<file path="src/rtl/sbPkg.sv">
package sbPkg;
  localparam int SB_REGS  = 32;
  localparam int SB_IDX_W = $clog2(SB_REGS);

  typedef logic [SB_IDX_W-1:0] regIdx_t;

  // strobes from control to the pending-bit datapath
  typedef struct packed {
    logic    setValid;
    regIdx_t setIdx;
    logic    clrValid;
    regIdx_t clrIdx;
  } sbStrobes_t;
endpackage

</file>
<file path="src/rtl/sbPendingFile.sv">
module sbPendingFile
  import sbPkg::*;
#(
  parameter int NUM_REGS = SB_REGS
) (
  input  logic                clk,
  input  logic                rst,
  input  sbStrobes_t          strobes,
  output logic [NUM_REGS-1:0] pendQ
);

  for (genvar g = 0; g < NUM_REGS; g++) begin : gBit
    logic setHit;
    logic clrHit;
    assign setHit = strobes.setValid && (strobes.setIdx == regIdx_t'(g));
    assign clrHit = strobes.clrValid && (strobes.clrIdx == regIdx_t'(g));
    // clear is applied first, so a set in the same cycle wins
    always_ff @(posedge clk) begin
      if (rst)         pendQ[g] <= 1'b0;
      else if (setHit) pendQ[g] <= 1'b1;
      else if (clrHit) pendQ[g] <= 1'b0;
    end
  end


  wb_clears_pending_chk: assert property (@(posedge clk) disable iff (rst)
    (strobes.clrValid && !(strobes.setValid && strobes.setIdx == strobes.clrIdx))
      |=> !pendQ[$past(strobes.clrIdx)]);


  issue_sets_pending_chk: assert property (@(posedge clk) disable iff (rst)
    strobes.setValid |=> pendQ[$past(strobes.setIdx)]);

endmodule

</file>
<file path="src/rtl/sbControl.sv">
module sbControl
  import sbPkg::*;
#(
  parameter int NUM_REGS = SB_REGS
) (
  input  logic                clk,
  input  logic                rst,
  input  logic                issueValid,
  input  logic                srcAValid,
  input  regIdx_t             srcA,
  input  logic                srcBValid,
  input  regIdx_t             srcB,
  input  logic                storeValid,
  input  regIdx_t             storeReg,
  input  logic                dstValid,
  input  regIdx_t             dstReg,
  input  logic                isLong,
  input  logic                isDiv,
  input  logic                wbValid,
  input  regIdx_t             wbReg,
  input  logic                wbDiv,
  input  logic [NUM_REGS-1:0] pendQ,
  output logic                stall,
  output sbStrobes_t          strobes
);

  logic divBusy;
  logic divCool;
  logic rawHaz;
  logic wawHaz;
  logic divHaz;
  logic accept;
  logic divStart;
  logic divEnd;

  assign rawHaz = (srcAValid  && pendQ[srcA])
               || (srcBValid  && pendQ[srcB])
               || (storeValid && pendQ[storeReg]);
  assign wawHaz = dstValid && pendQ[dstReg];
  assign divHaz = isDiv && (divBusy || divCool);

  assign stall    = issueValid && (rawHaz || wawHaz || divHaz);
  assign accept   = issueValid && !stall;
  assign divStart = accept && isDiv;
  assign divEnd   = wbValid && wbDiv;

  always_comb begin
    strobes.setValid = accept && isLong && dstValid;
    strobes.setIdx   = dstReg;
    strobes.clrValid = wbValid;
    strobes.clrIdx   = wbReg;
  end

  always_ff @(posedge clk) begin
    if (rst) begin
      divBusy <= 1'b0;
      divCool <= 1'b0;
    end else begin
      if (divStart)    divBusy <= 1'b1;
      else if (divEnd) divBusy <= 1'b0;
      divCool <= divEnd;
    end
  end


  no_div_back_to_back_chk: assert property (@(posedge clk) disable iff (rst)
    divStart |=> !divStart);


  div_idle_gap_chk: assert property (@(posedge clk) disable iff (rst)
    divEnd |=> !divStart);

endmodule

</file>
<file path="src/rtl/regScoreboard.sv">
module regScoreboard
  import sbPkg::*;
#(
  parameter int NUM_REGS = SB_REGS,
  localparam int IDX_W   = $clog2(NUM_REGS)
) (
  input  logic             clk,
  input  logic             rst,
  input  logic             issueValid,
  input  logic             srcAValid,
  input  logic [IDX_W-1:0] srcA,
  input  logic             srcBValid,
  input  logic [IDX_W-1:0] srcB,
  input  logic             storeValid,
  input  logic [IDX_W-1:0] storeReg,
  input  logic             dstValid,
  input  logic [IDX_W-1:0] dstReg,
  input  logic             isLong,
  input  logic             isDiv,
  input  logic             wbValid,
  input  logic [IDX_W-1:0] wbReg,
  input  logic             wbDiv,
  output logic             stall
);

  sbStrobes_t          strobes;
  logic [NUM_REGS-1:0] pendQ;

  sbControl #(.NUM_REGS(NUM_REGS)) i_ctrl (
    .clk(clk), .rst(rst), .issueValid(issueValid),
    .srcAValid(srcAValid), .srcA(srcA), .srcBValid(srcBValid), .srcB(srcB),
    .storeValid(storeValid), .storeReg(storeReg),
    .dstValid(dstValid), .dstReg(dstReg), .isLong(isLong), .isDiv(isDiv),
    .wbValid(wbValid), .wbReg(wbReg), .wbDiv(wbDiv),
    .pendQ(pendQ), .stall(stall), .strobes(strobes)
  );

  sbPendingFile #(.NUM_REGS(NUM_REGS)) i_pend (
    .clk(clk), .rst(rst), .strobes(strobes), .pendQ(pendQ)
  );


  raw_src_stalls_chk: assert property (@(posedge clk) disable iff (rst)
    (issueValid && ((srcAValid && pendQ[srcA]) || (srcBValid && pendQ[srcB])))
      |-> stall);


  store_data_stalls_chk: assert property (@(posedge clk) disable iff (rst)
    (issueValid && storeValid && pendQ[storeReg]) |-> stall);

endmodule

</file>
<file path="config.mk">
export PLATFORM = sky130hd
export DESIGN_NAME = regScoreboard
export DESIGN_NICKNAME = d
export VERILOG_FILES = /design/src/rtl/sbPkg.sv /design/src/rtl/sbPendingFile.sv /design/src/rtl/sbControl.sv /design/src/rtl/regScoreboard.sv
export SDC_FILE = /design/constraint.sdc
export NUM_CORES = 1
export LEC_CHECK = 0
export BUFFER_PORTS_ARGS = -buffer_cell sky130_fd_sc_hd__buf_2
export CORE_UTILIZATION = 53
export DETAILED_ROUTE_END_ITERATION = 12
export GPL_TIMING_DRIVEN = 1
export HOLD_SLACK_MARGIN = 0.02
export PLACE_DENSITY = 0.85
export SLEW_MARGIN = 20
export SYNTH_ARGS = -nofsm -noshare
export SYNTH_HDL_FRONTEND = slang
export SYNTH_HIERARCHICAL = 1
export SYNTH_SLANG_ARGS = --single-unit
</file>
<file path="constraint.sdc">
create_clock -name clk -period 2.75 [get_ports clk]
set_clock_uncertainty 0.2 [all_clocks]
set_input_delay 0.55 -clock clk [delete_from_list [all_inputs] [get_ports clk]]
set_output_delay 0.55 -clock clk [all_outputs]
set_load 0.02 [all_outputs]
</file>
==> qor.json <==
{
  "outcome": "complete, but fails checks",
  "violations": "negative setup slack",
  "synth_flop_cell": "sky130_fd_sc_hd__dfxtp_1",
  "power-per-cell-area_mw_per_mm2": 361.9,
  "post_synth_arst_share": 0,
  "max_cap_violations": 0,
  "worst-endpoint-required_ps": 2000,
  "die_height_um": 73.46,
  "antenna_found_initial": 0,
  "commonest_non_fill_non_tap_cells_in_the_layout": "43 x sky130_fd_sc_hd__o21ai_1, 38 x sky130_fd_sc_hd__nor2b_1, 32 x sky130_fd_sc_hd__dfxtp_1",
  "final_period_util": 1.053,
  "vias_per_cell": 6.680,
  "start_util": 0.5618,
  "final_cell_area_mm2": 0.003213,
  "cts.reportedPaths.clkPinSlew_ps": 70,
  "cts_tree": "done",
  "place_hpwl_um": 5960,
  "final_net_count": 365,
  "irDropWorstVdd_mv": 0.3213,
  "timing.final.setup_violations": 1,
  "grt_pass1_wl_um": 12860,
  "design.die.area_mm2": 0.005396,
  "register_area_um2": 683.2,
  "finalWeightedCongestion": 0.9802,
  "fillCellCount": 399,
  "ys_seq_area_frac": 0.2515,
  "clock_sinks": 34,
  "final_critical_path_setup_slack_ps": -145.5,
  "clk_path_buf_depth": 2,
  "grt.overflow.total": 0,
  "worst-endpoint-arrival_ps": 2150,
  "post_synth_instance_area_mm2": 0.002706,
  "cts_root_buffer": "sky130_fd_sc_hd__clkbuf_8",
  "hold_buffers": 0,
  "p_leak_nw": 1.164,
  "antenna_violation_net_count_after_detailed_routing": 0,
  "num_vias": 2652,
  "hold_viol_final": 0,
  "layout_min_cycle_time_ps": 2895,
  "maxSlewViolCount": 0,
  "syn_nets": 322,
  "floorplan.die.width_um": 73.46,
  "synthesis.area_per_instance_um2": 9.463,
  "post_route_cells_drive_above_1_share": 0.3636,
  "drt-pass1-iter-count": 5,
  "placeableCoreArea_mm2": 0.004817,
  "cp-start-kind": "input port",
  "placement.setup.worst_slack_ps": -288.4,
  "commonest_non_fill_non_tap_cell_in_the_layout": "sky130_fd_sc_hd__o21ai_1",
  "grt_setup_unrepaired": "true",
  "instances_no_fill": 397,
  "number_of_storage_elements_in_the_synthesis_netlist": 34,
  "totalPowerFinal_mw": 1.163,
  "grt_start_max_net_pins": 22,
  "worst-setup-path-type": "in2out",
  "dp.cells": 387,
  "drt_first_iter_violations": 241,
  "insertion_delay_ps": 290,
  "worst_setup_path_end_kind": "output port",
  "place.port_buffers": 36,
  "reg2reg_slack_ps": 60,
  "cts_inserted_buffers": 5,
  "yosys.cell_types.count": 39,
  "routed_wirelength_um": 8202,
  "first_global_vias": 2599,
  "hold_slack_ps": 331.6,
  "totalNegativeSetupSlack_ps": -145.5,
  "multiInputGateArea_mm2": 0.001899,
  "yosys_warnings": 6,
  "track_usage": 0.3270,
  "layout.core_utilization": 0.6670,
  "num_io_pins": 37,
  "hold_class": "reg2reg",
  "drc": 0,
  "synthCells": 286,
  "worst_slew_margin_rel": 0.5916,
  "placed_area_mm2": 0.002994,
  "syn_to_final_growth_pct": 18.72,
  "num_rows": 25,
  "critical_path.max_fanout": 3,
  "fmax_mhz": 345.4,
  "synth_edf_count": 0,
  "post_detailed_route_wirelength_per_cell_um": 20.66,
  "htreeDepth": 2,
  "timing_worst_slew_pin_value_ps": 612.6,
  "antennaDiodeCount": 0
}
==> critical path, stage by stage <==
cell and delay, ps:
sky130_fd_sc_hd__buf_4 110, sky130_fd_sc_hd__mux4_2 520, sky130_fd_sc_hd__mux2i_2 210, sky130_fd_sc_hd__a31oi_1 110, sky130_fd_sc_hd__a32o_2 300, sky130_fd_sc_hd__o21a_1 200, sky130_fd_sc_hd__buf_6 130
==> area by class of cell <==
| cell class | instances | area share |
|---|---|---|
| Sequential cell | 34 | 0.2126 |
| Clock inverter | 2 | 0.01168 |
| Timing Repair Buffer | 62 | 0.1289 |
| Inverter | 6 | 0.007009 |
| Tap cell | 67 | 0.02609 |
| Clock buffer | 6 | 0.02259 |
| Multi-Input combinational cell | 220 | 0.5911 |
==> metal layers <==
layer / GRT usage / share of wire
met3: 0.04938 / 0.099
met5: 0 / 0
met1: 0.4113 / 0.38
met2: 0.5464 / 0.49
met4: 0.1645 / 0.037
==> state kept, by name, indices dropped and copies added (netlist names) <==
name            flops
i_pend/pendQ       32
i_ctrl/divCool      1
i_ctrl/divBusy      1
==> kinds of logic (layout without fill, tap and decap cells) <==
kind of cell	after synthesis	count (layout)	synth area share
simple gates	95	95	0.2117
compound gates	84	84	0.1775
mux	41	41	0.2885
flops	34	34	0.2515
buf+inv	32	76	0.07073
==> path summary, 6_finish.rpt <==
kind,from,endpoint,depth (start not counted)
max reg2reg,i_pend/pendQ[15],i_pend/pendQ[23],9
min,i_ctrl/divBusy,i_ctrl/divBusy,2
min reg2reg,i_ctrl/divBusy,i_ctrl/divBusy,2
max,srcB[2],stall,7
==> synth_stat cells, types with 2 or more instances <==
cell type                    n  share of area
sky130_fd_sc_hd__a221oi_1    4          0.013
sky130_fd_sc_hd__a22oi_1     4          0.011
sky130_fd_sc_hd__a31oi_1     3         0.0069
sky130_fd_sc_hd__buf_2       6          0.011
sky130_fd_sc_hd__buf_4      11          0.031
sky130_fd_sc_hd__buf_6       3          0.012
sky130_fd_sc_hd__clkbuf_1    5         0.0069
sky130_fd_sc_hd__dfxtp_1    34           0.25
sky130_fd_sc_hd__inv_1       6         0.0083
sky130_fd_sc_hd__mux2_2      6          0.025
sky130_fd_sc_hd__mux2i_1     6          0.022
sky130_fd_sc_hd__mux4_2     29           0.24
sky130_fd_sc_hd__nand2_1    10          0.014
sky130_fd_sc_hd__nand3_1    10          0.018
sky130_fd_sc_hd__nand3b_1    5          0.014
sky130_fd_sc_hd__nand4_1     2         0.0046
sky130_fd_sc_hd__nand4b_1    4          0.013
sky130_fd_sc_hd__nand4bb_1   3          0.012
sky130_fd_sc_hd__nor2_1     11          0.015
sky130_fd_sc_hd__nor2b_1    39          0.090
sky130_fd_sc_hd__nor3_1      2         0.0037
sky130_fd_sc_hd__nor3b_1     2         0.0055
sky130_fd_sc_hd__o21a_1      2         0.0055
sky130_fd_sc_hd__o21ai_0    21          0.039
sky130_fd_sc_hd__o21ai_1    43          0.080
sky130_fd_sc_hd__or2b_1      2         0.0055
==> power breakdown <==
part / switching, mW / internal [mW]
registers: 0.00314 / 0.495
clock network: 0.185 / 0.270
logic: 0.113 / 0.0963
==> what timing repair did <==
item                                    4_1_cts  5_1_grt
endpoints found under the setup margin        1       33
gates resized for setup                      17        9
buffers inserted                              2        0
pin swaps                                     4        1
Power figures use the tool's default switching activity.
